$ cat config.mk
export PLATFORM = sky130hd
export DESIGN_NAME = prio_class_intc
export DESIGN_NICKNAME = d
export VERILOG_FILES = /design/src/rtl/pcic_pkg.sv /design/src/rtl/pcic_pend.sv /design/src/rtl/pcic_pick.sv /design/src/rtl/pcic_stack.sv /design/src/rtl/prio_class_intc.sv
export SDC_FILE = /design/constraint.sdc
export NUM_CORES = 1
export LEC_CHECK = 0
export BUFFER_PORTS_ARGS = -buffer_cell sky130_fd_sc_hd__buf_2
export CAP_MARGIN = 20
export CELL_PAD_IN_SITES_DETAIL_PLACEMENT = 0
export CELL_PAD_IN_SITES_GLOBAL_PLACEMENT = 1
export CORE_MARGIN = 2
export CORE_UTILIZATION = 40
export CTS_BUF_LIST = sky130_fd_sc_hd__clkbuf_8
export DETAILED_ROUTE_END_ITERATION = 6
export PLACE_DENSITY_LB_ADDON = 0.1
export SLEW_MARGIN = 0
export SYNTH_ARGS = -nofsm -noshare
export SYNTH_HDL_FRONTEND = slang
export SYNTH_SLANG_ARGS = --single-unit
$ cat constraint.sdc
create_clock -name clk -period 2.5 [get_ports clk]
set_input_delay 0.375 -clock clk [delete_from_list [all_inputs] [get_ports clk]]
set_output_delay 0.375 -clock clk [all_outputs]
set_load 0.01 [all_outputs]
$ cat src/rtl/pcic_pkg.sv
// Package: shared helpers for the priority-class interrupt controller.
// Assumes: at least one class above the main-program class exists.
package pcic_pkg;

    // Maps request line idx to its class, spreading the lines evenly over classes 1..ncls-1.
    function automatic int src_class(input int idx, input int nsrc, input int ncls);
        return 1 + (idx * (ncls - 1)) / nsrc;
    endfunction

endpackage

$ cat src/rtl/pcic_pend.sv
// Module: pcic_pend
// Detects request edges and keeps one pending bit per class.
// Assumes: clr_i has at most one bit set, and only for a class being accepted.
// A set wins over a clear, so an event in the acceptance cycle is kept.
module pcic_pend #(
    parameter int NUM_SRC = 6,
    parameter int NUM_CLS = 4
) (
    input  logic               clk,
    input  logic               rst_n,
    input  logic [NUM_SRC-1:0] irq_i,
    input  logic [NUM_CLS-1:0] clr_i,
    output logic [NUM_CLS-1:0] pend_o
);

    logic [NUM_SRC-1:0] irq_q;
    logic [NUM_SRC-1:0] rise;
    logic [NUM_CLS-1:0] set_v;
    logic [NUM_CLS-1:0] pend_q;

    assign rise = irq_i & ~irq_q;

    // Per class: OR together the edges of the lines that belong to it.
    for (genvar gc = 0; gc < NUM_CLS; gc++) begin : g_cls
        logic [NUM_SRC-1:0] hit;
        for (genvar gs = 0; gs < NUM_SRC; gs++) begin : g_src
            assign hit[gs] = rise[gs] && (pcic_pkg::src_class(gs, NUM_SRC, NUM_CLS) == gc);
        end
        assign set_v[gc] = |hit;
    end

    // Holds the previous level of each request line, for edge detection.
    always_ff @(posedge clk) begin
        if (!rst_n) irq_q <= '0;
        else        irq_q <= irq_i;
    end

    // Updates the pending set: accepted classes clear, new edges set.
    always_ff @(posedge clk) begin
        if (!rst_n) pend_q <= '0;
        else        pend_q <= (pend_q & ~clr_i) | set_v;
    end

    assign pend_o = pend_q;

    for (genvar gc = 0; gc < NUM_CLS; gc++) begin : g_chk
        // every edge shows up as pending on the next cycle.
        a_r2_edge_sets_pending: assert property (@(posedge clk) disable iff (!rst_n)
            set_v[gc] |=> pend_o[gc]);
        // a pending class that is not accepted stays pending.
        a_r4_pending_kept: assert property (@(posedge clk) disable iff (!rst_n)
            (pend_o[gc] && !clr_i[gc]) |=> pend_o[gc]);
    end

endmodule

$ cat src/rtl/pcic_pick.sv
// Module: pcic_pick
// Priority encoder: reports the highest set class and whether any class is set.
// Assumes: a higher index means a higher priority.
module pcic_pick #(
    parameter int NUM_CLS = 4,
    localparam int CW     = $clog2(NUM_CLS)
) (
    input  logic [NUM_CLS-1:0] pend_i,
    output logic [CW-1:0]      hi_o,
    output logic               any_o
);

    // Scans from low to high so the last set bit found wins.
    always_comb begin
        hi_o  = '0;
        any_o = 1'b0;
        for (int c = 0; c < NUM_CLS; c++) begin
            if (pend_i[c]) begin
                hi_o  = CW'(c);
                any_o = 1'b1;
            end
        end
    end

endmodule

$ cat src/rtl/pcic_stack.sv
// Module: pcic_stack
// Last-in first-out store for preempted class levels.
// Assumes: push and pop never arrive in the same cycle, and entries strictly rise from bottom to top.
module pcic_stack #(
    parameter int DEPTH = 4,
    parameter int W     = 2,
    localparam int AW   = (DEPTH > 1) ? $clog2(DEPTH) : 1,
    localparam int CNTW = $clog2(DEPTH + 1)
) (
    input  logic         clk,
    input  logic         rst_n,
    input  logic         push_i,
    input  logic         pop_i,
    input  logic [W-1:0] din_i,
    output logic [W-1:0] top_o
);

    logic [W-1:0]    mem [DEPTH];
    logic [CNTW-1:0] cnt_q;
    logic [CNTW-1:0] top_idx;

    assign top_idx = cnt_q - CNTW'(1);
    assign top_o   = (cnt_q == '0) ? '0 : mem[top_idx[AW-1:0]];

    // Tracks how many levels are stored.
    always_ff @(posedge clk) begin
        if (!rst_n)      cnt_q <= '0;
        else if (push_i) cnt_q <= cnt_q + CNTW'(1);
        else if (pop_i)  cnt_q <= cnt_q - CNTW'(1);
    end

    // Writes a preempted level into the next free slot.
    always_ff @(posedge clk) begin
        if (push_i) mem[cnt_q[AW-1:0]] <= din_i;
    end

    // the stack never overflows.
    a_r12_no_overflow: assert property (@(posedge clk) disable iff (!rst_n)
        push_i |-> (cnt_q < CNTW'(DEPTH)));
    // the stack never underflows.
    a_r12_no_underflow: assert property (@(posedge clk) disable iff (!rst_n)
        pop_i |-> (cnt_q != '0));
    // levels are stored in strictly rising order.
    a_r12_rising_levels: assert property (@(posedge clk) disable iff (!rst_n)
        (push_i && cnt_q != '0) |-> (din_i > top_o));
    // a push and a pop never coincide.
    a_r9_no_push_pop: assert property (@(posedge clk) disable iff (!rst_n)
        !(push_i && pop_i));

endmodule

$ cat src/rtl/prio_class_intc.sv
// Module: prio_class_intc (top)
// Preemptive priority-class interrupt controller. It holds the running class,
// offers a pending class only when that class is strictly higher, and keeps a
// stack of preempted levels that end-of-sequence steps back through.
// Assumes: class 0 is the main program, and request lines map to classes 1..NUM_CLS-1.
module prio_class_intc #(
    parameter int NUM_SRC   = 6,
    parameter int NUM_CLS   = 4,
    parameter int STK_DEPTH = 4,
    localparam int CW       = $clog2(NUM_CLS)
) (
    input  logic               clk,
    input  logic               rst_n,
    input  logic [NUM_SRC-1:0] irq_i,
    input  logic               eos_i,
    input  logic               disp_ack_i,
    output logic               disp_valid_o,
    output logic [CW-1:0]      disp_cls_o,
    output logic [CW-1:0]      run_cls_o
);

    logic [CW-1:0]      run_q;
    logic [NUM_CLS-1:0] pend;
    logic [NUM_CLS-1:0] clr;
    logic [CW-1:0]      hi;
    logic               any;
    logic [CW-1:0]      stk_top;
    logic               eos_act;
    logic               take;

    pcic_pend #(.NUM_SRC(NUM_SRC), .NUM_CLS(NUM_CLS)) u_pend (
        .clk(clk), .rst_n(rst_n), .irq_i(irq_i), .clr_i(clr), .pend_o(pend));

    pcic_pick #(.NUM_CLS(NUM_CLS)) u_pick (
        .pend_i(pend), .hi_o(hi), .any_o(any));

    pcic_stack #(.DEPTH(STK_DEPTH), .W(CW)) u_stack (
        .clk(clk), .rst_n(rst_n), .push_i(take), .pop_i(eos_act),
        .din_i(run_q), .top_o(stk_top));

    // Decides the handshake: an offer needs a strictly higher class, and an effective end blocks acceptance.
    always_comb begin
        eos_act      = eos_i && (run_q != '0);
        disp_valid_o = any && (hi > run_q);
        take         = disp_valid_o && disp_ack_i && !eos_act;
        clr          = '0;
        if (take) clr[hi] = 1'b1;
    end

    // Updates the running class on acceptance or on an end of sequence.
    always_ff @(posedge clk) begin
        if (!rst_n)       run_q <= '0;
        else if (take)    run_q <= hi;
        else if (eos_act) run_q <= stk_top;
    end

    assign disp_cls_o = hi;
    assign run_cls_o  = run_q;

    // an accepted offer becomes the running class.
    a_r5_accept_runs: assert property (@(posedge clk) disable iff (!rst_n)
        (disp_valid_o && disp_ack_i && !eos_act) |=> (run_cls_o == $past(disp_cls_o)));
    // an end of sequence always returns to a lower level.
    a_r6_eos_lowers: assert property (@(posedge clk) disable iff (!rst_n)
        eos_act |=> (run_cls_o < $past(run_cls_o)));
    // an offer that meets an effective end is still offered afterwards.
    a_r9_offer_survives_eos: assert property (@(posedge clk) disable iff (!rst_n)
        (disp_valid_o && eos_act) |=> disp_valid_o);
    // with no end and no acceptance, the running class holds.
    a_r8_run_stable: assert property (@(posedge clk) disable iff (!rst_n)
        (!eos_i && !disp_ack_i) |=> $stable(run_cls_o));

endmodule

==> flow_metrics.py, run 1 <==
metrics = {
    "final_layout": {
        "finish.net_count": 131,
        "fin_area_um2": 1260,
        "area_growth_pct": 13.2,
        "drive_gt1_share_pct": 24.8,
        "diodes": 0,
        "final_util_pct": 46.9,
        "stdcell_count": 144,
    },
    "synthesis": {
        "yosysMostFrequentCell": "dfxtp_1",
        "synthAdderAreaFrac_pct": 7.87,
        "synth_edf_count": 8,
        "muxShareOfSynthArea_pct": 4.95,
        "synth_compound_area_share_pct": 16.1,
        "yosysSeqAreaShare_pct": 48.6,
        "synth.distinct_cells": 32,
        "yosys.area_share.xor_xnor_pct": 0,
        "ys.flop_type": "dfxtp_1",
        "syn_avg_cell_area_um2": 11.5,
        "synth_top_family_by_area": "simple AND/OR/NAND/NOR gates",
        "netlist_area_um2": 1110,
        "yosys.area_share.simple_pct": 17.8,
        "syn-num-nets": 114,
        "yosys-top-cells-count": "dfxtp_1 (15), inv_1 (12), edfxtp_1 (8)",
        "ys_async_sr_fraction_pct": 0,
        "synth-seq-cells": 23,
        "yosysTopAreaCell": "dfxtp_1",
        "ys_top_cells_by_area": "dfxtp_1 (27%), edfxtp_1 (22%), ha_1 (7.9%), inv_1 (4.0%), mux4_2 (4.0%)",
        "synth_top_area_share_pct": 27.0,
        "netlist_instances": 97,
        "yosys_warnings": 0,
    },
    "pwr": {
        "power_density_nw_per_um2": 708,
        "p_leak_nw": 0.525,
        "peakVddDrop_uv": 326,
    },
    "clock_tree": {
        "clock-sinks": 23,
        "post-cts-setup-buffer-count": 0,
        "cts_hold_buf": 0,
        "cts_tree": "built",
        "cts_htree_levels": 1,
        "clkSlewWorstSetupHoldPaths_ns": 0.08,
        "cts_buffer_depth": 2,
        "worst_skew_pair.late_latency_ns": 0.26,
        "cts_resized": 0,
        "clock-root-buffer": "clkbuf_8",
        "numCtsBuffers": 3,
    },
    "drt": {
        "routed_wirelength_um": 2070,
        "wl_per_cell_um": 14.3,
        "viasPerCell": 5.29,
        "drtAntennaViolNets": 0,
        "first_iter_violations": 18,
        "drc": 0,
        "dr.pass1.iters": 4,
        "vias": 762,
    },
    "setup_path": {
        "reg2reg_slack_ns": 0.25,
        "crit_path_end_kind": "output pin",
        "critical_path_arrival_ns": 1.88,
        "timing.rr.end": "u_stack.cnt_q[1]$_SDFFE_PN0P_",
        "worstPathRequired_ns": 2.12,
        "worst-path-max-fanout": 5,
        "crit_type": "flop to output pin",
        "worstReg2RegStart": "u_pend.pend_o[2]$_SDFF_PN0_",
        "path_cells": "or2_2 > ha_1 > nor2b_1 > o211a_1 > buf_2",
        "critPathMaxStageDelay_ns": 0.34,
        "critPathLaunch": "u_pend.pend_o[2]$_SDFF_PN0_",
        "slowest_stage": "dfxtp_1",
        "startpoint_type": "flop",
        "reg2reg_depth": 6,
    },
    "floorplanning": {
        "dieWidth_um": 56.7,
        "std_cell_rows": 19,
        "io_pins": 15,
        "dieArea_um2": 3220,
        "initial_core_util_pct": 41.4,
        "core_area_um2": 2690,
        "chipHeight_um": 56.7,
    },
    "place": {
        "io_buffers": 14,
        "finalWeightedCongestion": 0.733,
        "dp.cells": 140,
        "dpl_worst_slack_ns": 0.265,
        "dp_hpwl_um": 1520,
        "placed_area_um2": 1210,
    },
    "outcome": {
        "outcome": "finished, final reports clean",
    },
    "sta": {
        "fin_skew_ns": 0.00139,
        "setup_tns_ns": 0,
        "final_max_slew_viol_count": 0,
        "min_period_ns": 2.25,
        "setup_viol": 0,
        "max_freq_mhz": 444,
        "relSlewSlack_pct": 60.5,
        "rsz0062_at_grt": "false",
        "setup_ws_ns": 0.247,
        "finalCritPeriodShare_pct": 90.1,
        "finalHoldViolations": 0,
        "tightestPinTransition_ns": 0.586,
    },
    "global_route": {
        "grt_pass1_vias": 711,
        "grt_usage_pct": 13.7,
        "antenna_found_initial": 0,
        "overflow": 0,
        "grt_start_max_net_pins": 21,
        "grt_pass1_wl_um": 3380,
    },
    "worst_hold_path": {
        "holdCritPathClass": "input pin to flop",
        "hold_depth": 2,
        "hold_path_startpoint": "irq_i[5]",
        "hold_end": "u_pend.irq_q[5]$_SDFF_PN0_",
    },
    "run": {
        "cap_violations": 0,
    },
}
## layout by cell type (no fill, tap or decap), drive strengths merged, types with 2 or more instances in the layout
master   instances
nand2            3
mux4             2
nor3b            2
a22oi            2
a21oi            2
a21boi           2
ha               7
a311o            3
and2             9
o31ai            2
o211a            2
nand3            2
nor2b            5
edfxtp           8
clkbuf           3
dfxtp           15
o2111ai          2
o21ai            2
nand2b           2
and3             2
buf             14
inv             13
## sequential cells by signal, indices dropped and copies added, names as in the netlist
signal / cells
u_stack.mem: 8
u_pend.pend_o: 4
run_cls_o: 2
u_pend.irq_q: 6
u_stack.cnt_q: 3
## critical path: cells and delay by family (launching register included)
family,cells,cell delay [ns]
AO/OA/AOI/OAI,1,0.19
adder cells (fa/ha/maj),1,0.30
AND/OR/NAND/NOR,2,0.65
flip-flops,1,0.34
buffers and inverters,1,0.12
## cell families (layout without fill, tap and decap cells)
group,Yosys count,after routing
and+or+nand+nor,30,30
muxes,3,3
AOI/OAI and AO/OA,20,20
buffers and inverters,14,30
DFF,23,23
adders and majority gates,7,7
## routing by layer
layer | routed length [um] | up-vias | global-route usage (%) | share of wire (%)
met2 | 878 | 9 | 20.3 | 42
met4 | 15 | 0 | 3.99 | 0.73
met5 | 0 | - | 0 | 0
met1 | 1110 | 372 | 20.0 | 54
li1 | - | 379 | - | -
met3 | 65 | 2 | 3.23 | 3.1
## through the flow
step / hold WS (ns) / total power, mW
6_report: 0.326 / 0.891
4_1_cts: 0.324 / 0.903
2_1_floorplan: 0.430 / 0.611
3_5_place_dp: 0.442 / 0.679
5_1_grt: 0.340 / 0.936
3_3_place_gp: 0.445 / 0.671
## worst max path at each step
stage                                          to  slack, ns  depth (start not counted)
floorplan           u_stack.cnt_q[1]$_SDFFE_PN0P_       0.40                          6
global placement      u_stack.mem[1][0]$_DFFE_PP_       0.35                          6
detailed placement    u_stack.mem[0][1]$_DFFE_PP_       0.26                          6
CTS                                  disp_valid_o       0.25                          5
global route        u_stack.cnt_q[1]$_SDFFE_PN0P_       0.15                          6
finish                               disp_valid_o       0.25                          5
## final cells by class
cell class                 count  area (um^2)
fill                         250         1430
sequential                    23          541
multi-input combinational     60          519
timing repair buffer          14         70.1
inverter                      12         45.0
clock buffer                   3         41.3
tap                           31         38.8
clock inverter                 1         3.75
## power by group
part	total, mW	leakage (nW)	switching, mW	internal, mW
clock network	0.222	0.0269	0.113	0.109
registers	0.451	0.199	0.0297	0.421
logic	0.218	0.299	0.118	0.100
Note: power is estimated with default switching activity, not from simulation.
==> run 2: changes to the inputs <==
Settings changed: PLACE_DENSITY from default to 0.8, PLACE_DENSITY_LB_ADDON 0.1 to default.
==> flow_metrics.py, run 2 (same netlist as run 1, synthesis figures left out) <==
metrics = {
    "pwr": {
        "combPwrFrac_pct": 23.9,
        "p_leak_nw": 0.525,
        "internal-power_mw": 0.630,
        "power_density_nw_per_um2": 704,
        "switchingPower_mw": 0.255,
        "p_sw_share_pct": 28.8,
        "peakVddDrop_uv": 349,
        "clkPwrFrac_pct": 25.3,
        "p_seq_share_pct": 50.9,
    },
    "sta": {
        "setup_tns_ns": 0,
        "finalHoldViolations": 0,
        "setup_viol": 0,
        "rsz0062_at_grt": "false",
        "final_max_slew_viol_count": 0,
        "tightestPinTransition_ns": 0.587,
        "relSlewSlack_pct": 60.4,
        "fin_skew_ns": 0.00496,
        "min_period_ns": 2.25,
        "finalCritPeriodShare_pct": 90.0,
        "max_freq_mhz": 444,
    },
    "place": {
        "dp.cells": 140,
        "dp_hpwl_um": 1500,
        "placed_area_um2": 1210,
        "io_buffers": 14,
        "finalWeightedCongestion": 0.727,
    },
    "final_layout": {
        "fin_area_um2": 1260,
        "largest_reg_flops": 8,
        "finish.net_count": 131,
        "final_util_pct": 46.9,
        "diodes": 0,
        "fill_cells": 251,
        "final_common_cell": "dfxtp_1",
        "stdcell_count": 144,
        "mostFrequentLayoutCells": "dfxtp_1 (15), buf_2 (14), inv_1 (13), edfxtp_1 (8), ha_1 (7)",
        "area_growth_pct": 13.2,
        "drive_gt1_share_pct": 24.8,
    },
    "drt": {
        "drtAntennaViolNets": 0,
        "routed_wirelength_um": 1970,
        "viasPerCell": 5.35,
        "first_iter_violations": 14,
        "vias": 771,
        "dr.pass1.iters": 4,
        "wl_per_cell_um": 13.6,
        "drc": 0,
    },
    "global_route": {
        "grt_pass1_vias": 765,
        "grt_pass1_wl_um": 3370,
        "grt_start_max_net_pins": 21,
        "overflow": 0,
        "antenna_found_initial": 0,
        "grt_usage_pct": 13.8,
    },
    "clock_tree": {
        "cts_buffer_depth": 2,
        "clock-sinks": 23,
        "clock-root-buffer": "clkbuf_8",
        "cts_hold_buf": 0,
        "clkSlewWorstSetupHoldPaths_ns": 0.08,
        "post-cts-setup-buffer-count": 0,
        "cts_resized": 0,
        "worst_skew_pair.late_latency_ns": 0.26,
        "numCtsBuffers": 3,
        "cts_htree_levels": 1,
        "cts_tree": "built",
    },
    "outcome": {
        "outcome": "finished, final reports clean",
    },
    "floorplanning": {
        "initial_core_util_pct": 41.4,
        "std_cell_rows": 19,
        "core_area_um2": 2690,
        "io_pins": 15,
        "chipHeight_um": 56.7,
        "dieWidth_um": 56.7,
        "dieArea_um2": 3220,
    },
    "run": {
        "cap_violations": 0,
    },
    "setup_path": {
        "startpoint_type": "flop",
        "worst-path-max-fanout": 10,
        "crit_path_end_kind": "flop",
        "crit_type": "flop to flop",
        "critical_path_arrival_ns": 2.18,
        "worstPathRequired_ns": 2.43,
    },
    "worst_hold_path": {
        "holdCritPathClass": "input pin to flop",
    },
}
## run 2: stage by stage
stage / total power, mW / setup WS [ns] / hold slack (ns)
final: 0.886 / 0.250 / 0.327
after global routing: 0.939 / 0.105 / 0.332
after CTS: 0.894 / 0.261 / 0.322
after detailed placement: 0.674 / 0.281 / 0.456
after global placement: 0.665 / 0.377 / 0.444
after floorplan: 0.611 / 0.395 / 0.430
## run 2: power by group through the flow
stage	Sequential, mW	Combinational, mW	Clock (mW)
detailed placement	0.460	0.213	0
CTS	0.451	0.215	0.228
global placement	0.458	0.207	0
floorplan	0.452	0.159	0
global route	0.456	0.241	0.242
finish	0.451	0.211	0.224
## run 2: worst max-delay path, cell delays in order, from the launching register on
cell       delay (ns)
dfxtp_1          0.34
or2_2            0.34
ha_1             0.30
nor2b_1          0.31
o2111ai_4        0.24
nor3_1           0.38
## run 2: final timing paths
path	cells past startpoint	to	slack, ns	start
setup / recovery	5	u_stack.mem[3][1]$_DFFE_PP_	0.25	u_pend.pend_o[2]$_SDFF_PN0_
hold / removal	2	u_pend.irq_q[3]$_SDFF_PN0_	0.33	irq_i[3]
setup reg to reg	5	u_stack.mem[3][1]$_DFFE_PP_	0.25	u_pend.pend_o[2]$_SDFF_PN0_
hold reg to reg	1	u_pend.pend_o[0]$_SDFF_PN0_	0.46	u_pend.pend_o[0]$_SDFF_PN0_
## run 2: layout make-up
class	instances	area, um^2	share of cell area (%)
Clock inverter	1	3.75	0.298
Sequential cell	23	541	42.9
Clock buffer	3	41.3	3.28
Tap cell	31	38.8	3.08
Inverter	12	45.0	3.58
Multi-Input combinational cell	60	519	41.3
Timing Repair Buffer	14	70.1	5.57
## run 2: routing by layer
metal | vias to the layer above | share of wire (%) | track usage, %
li1 | 381 | - | -
met1 | 371 | 46 | 17.1
met2 | 14 | 48 | 22.8
met3 | 5 | 4.0 | 3.23
met4 | 0 | 1.9 | 5.98
met5 | - | 0 | 0
==> run 3: changes to the inputs <==
Settings changed: GPL_TIMING_DRIVEN from default to 0.
==> flow_metrics.py, run 3 (same netlist as run 1, synthesis figures left out) <==
metrics = {
    "setup_path": {
        "startpoint_type": "flop",
        "critical_path_arrival_ns": 2.19,
        "critPathMaxStageDelay_ns": 0.40,
        "path_cells": "or2_2 > ha_1 > nor2b_1 > o2111ai_4 > nor3_1",
        "cp_top_family": "simple AND/OR/NAND/NOR gates",
        "crit_path_end_kind": "flop",
        "slowest_stage": "nor3_1",
        "critical_path.n_buffers_inverters": 0,
        "worstPathRequired_ns": 2.42,
        "worst-path-max-fanout": 10,
        "crit_type": "flop to flop",
    },
    "drt": {
        "first_iter_violations": 28,
        "wl_per_cell_um": 14.3,
        "drc": 0,
        "routed_wirelength_um": 2090,
        "drtAntennaViolNets": 0,
        "viasPerCell": 5.32,
        "vias": 776,
        "dr.pass1.iters": 5,
    },
    "sta": {
        "rsz0062_at_grt": "false",
        "fin_skew_ns": 0.00244,
        "relSlewSlack_pct": 58.6,
        "finalCritPeriodShare_pct": 90.7,
        "hold_ws_ns": 0.330,
        "tightestPinTransition_ns": 0.614,
        "setup_tns_ns": 0,
        "min_period_ns": 2.27,
        "setup_viol": 0,
        "max_freq_mhz": 441,
        "final_max_slew_viol_count": 0,
        "finalHoldViolations": 0,
    },
    "pwr": {
        "peakVddDrop_uv": 267,
        "p_leak_nw": 0.527,
        "power_mw": 0.884,
        "power_density_nw_per_um2": 698,
    },
    "final_layout": {
        "drive_gt1_share_pct": 24.3,
        "diodes": 0,
        "finish.net_count": 133,
        "mostFrequentLayoutCells": "dfxtp_1 (15), buf_2 (14), inv_1 (13), edfxtp_1 (8), ha_1 (7)",
        "final_common_cell": "dfxtp_1",
        "final_util_pct": 47.1,
        "largest_reg_flops": 8,
        "area_growth_pct": 13.8,
    },
    "global_route": {
        "antenna_found_initial": 0,
        "grt_pass1_wl_um": 3440,
        "grt_start_max_net_pins": 13,
        "grt_pass1_vias": 807,
        "overflow": 0,
        "grt_usage_pct": 13.9,
    },
    "clock_tree": {
        "clock-root-buffer": "clkbuf_8",
        "cts_htree_levels": 1,
        "cts_resized": 0,
        "cts_tree": "built",
        "numCtsBuffers": 3,
        "post-cts-setup-buffer-count": 0,
        "clock-sinks": 23,
        "worst_skew_pair.late_latency_ns": 0.26,
        "clkSlewWorstSetupHoldPaths_ns": 0.08,
        "cts_hold_buf": 0,
        "cts_buffer_depth": 2,
    },
    "floorplanning": {
        "initial_core_util_pct": 41.4,
        "io_pins": 15,
        "core_area_um2": 2690,
        "chipHeight_um": 56.7,
        "dieArea_um2": 3220,
        "dieWidth_um": 56.7,
        "std_cell_rows": 19,
    },
    "run": {
        "cap_violations": 0,
    },
    "worst_hold_path": {
        "holdCritPathClass": "input pin to flop",
    },
    "place": {
        "io_buffers": 14,
        "finalWeightedCongestion": 0.711,
        "dp_hpwl_um": 1560,
    },
    "outcome": {
        "outcome": "finished, final reports clean",
    },
}
[run 3: path summary, 6_finish.rpt]
kind	slack [ns]	start	depth (start not counted)	endpoint
worst max register to register	0.23	u_pend.pend_o[2]$_SDFF_PN0_	5	u_stack.mem[3][1]$_DFFE_PP_
worst min register to register	0.46	u_pend.pend_o[0]$_SDFF_PN0_	1	u_pend.pend_o[0]$_SDFF_PN0_
worst max-delay path	0.23	u_pend.pend_o[2]$_SDFF_PN0_	5	u_stack.mem[3][1]$_DFFE_PP_
worst min-delay path	0.33	irq_i[3]	2	u_pend.irq_q[3]$_SDFF_PN0_
[run 3: routing by layer]
layer  global-route usage (%)  vias to the layer above  routed length, um
li1                         -                      386                  -
met1                     16.7                      376                973
met2                     24.4                       10               1030
met3                     2.76                        4                 58
met4                     5.32                        0                 31
met5                        0                        -                  0
[run 3: area by class of cell]
cell class | count | area [um^2]
Fill cell | 239 | 1420
Sequential cell | 23 | 541
Multi-Input combinational cell | 60 | 519
Timing Repair Buffer | 14 | 70.1
Inverter | 12 | 45.0
Clock buffer | 3 | 41.3
Tap cell | 31 | 38.8
Buffer | 2 | 7.51
Clock inverter | 1 | 3.75
[run 3: power by group]
part / leakage (nW) / internal (mW) / switching, mW
combinational: 0.301 / 0.0992 / 0.111
clock: 0.0269 / 0.109 / 0.113
sequential: 0.199 / 0.421 / 0.0301
[run 3: stage by stage]
step / cells / cell area [um^2] / setup WS (ns)
finish: 146 / 1270 / 0.232
global placement: 142 / 1220 / 0.302
global route: 146 / 1270 / 0.0845
floorplan: 97 / 1110 / 0.395
CTS: 146 / 1270 / 0.213
detailed placement: 142 / 1220 / 0.223
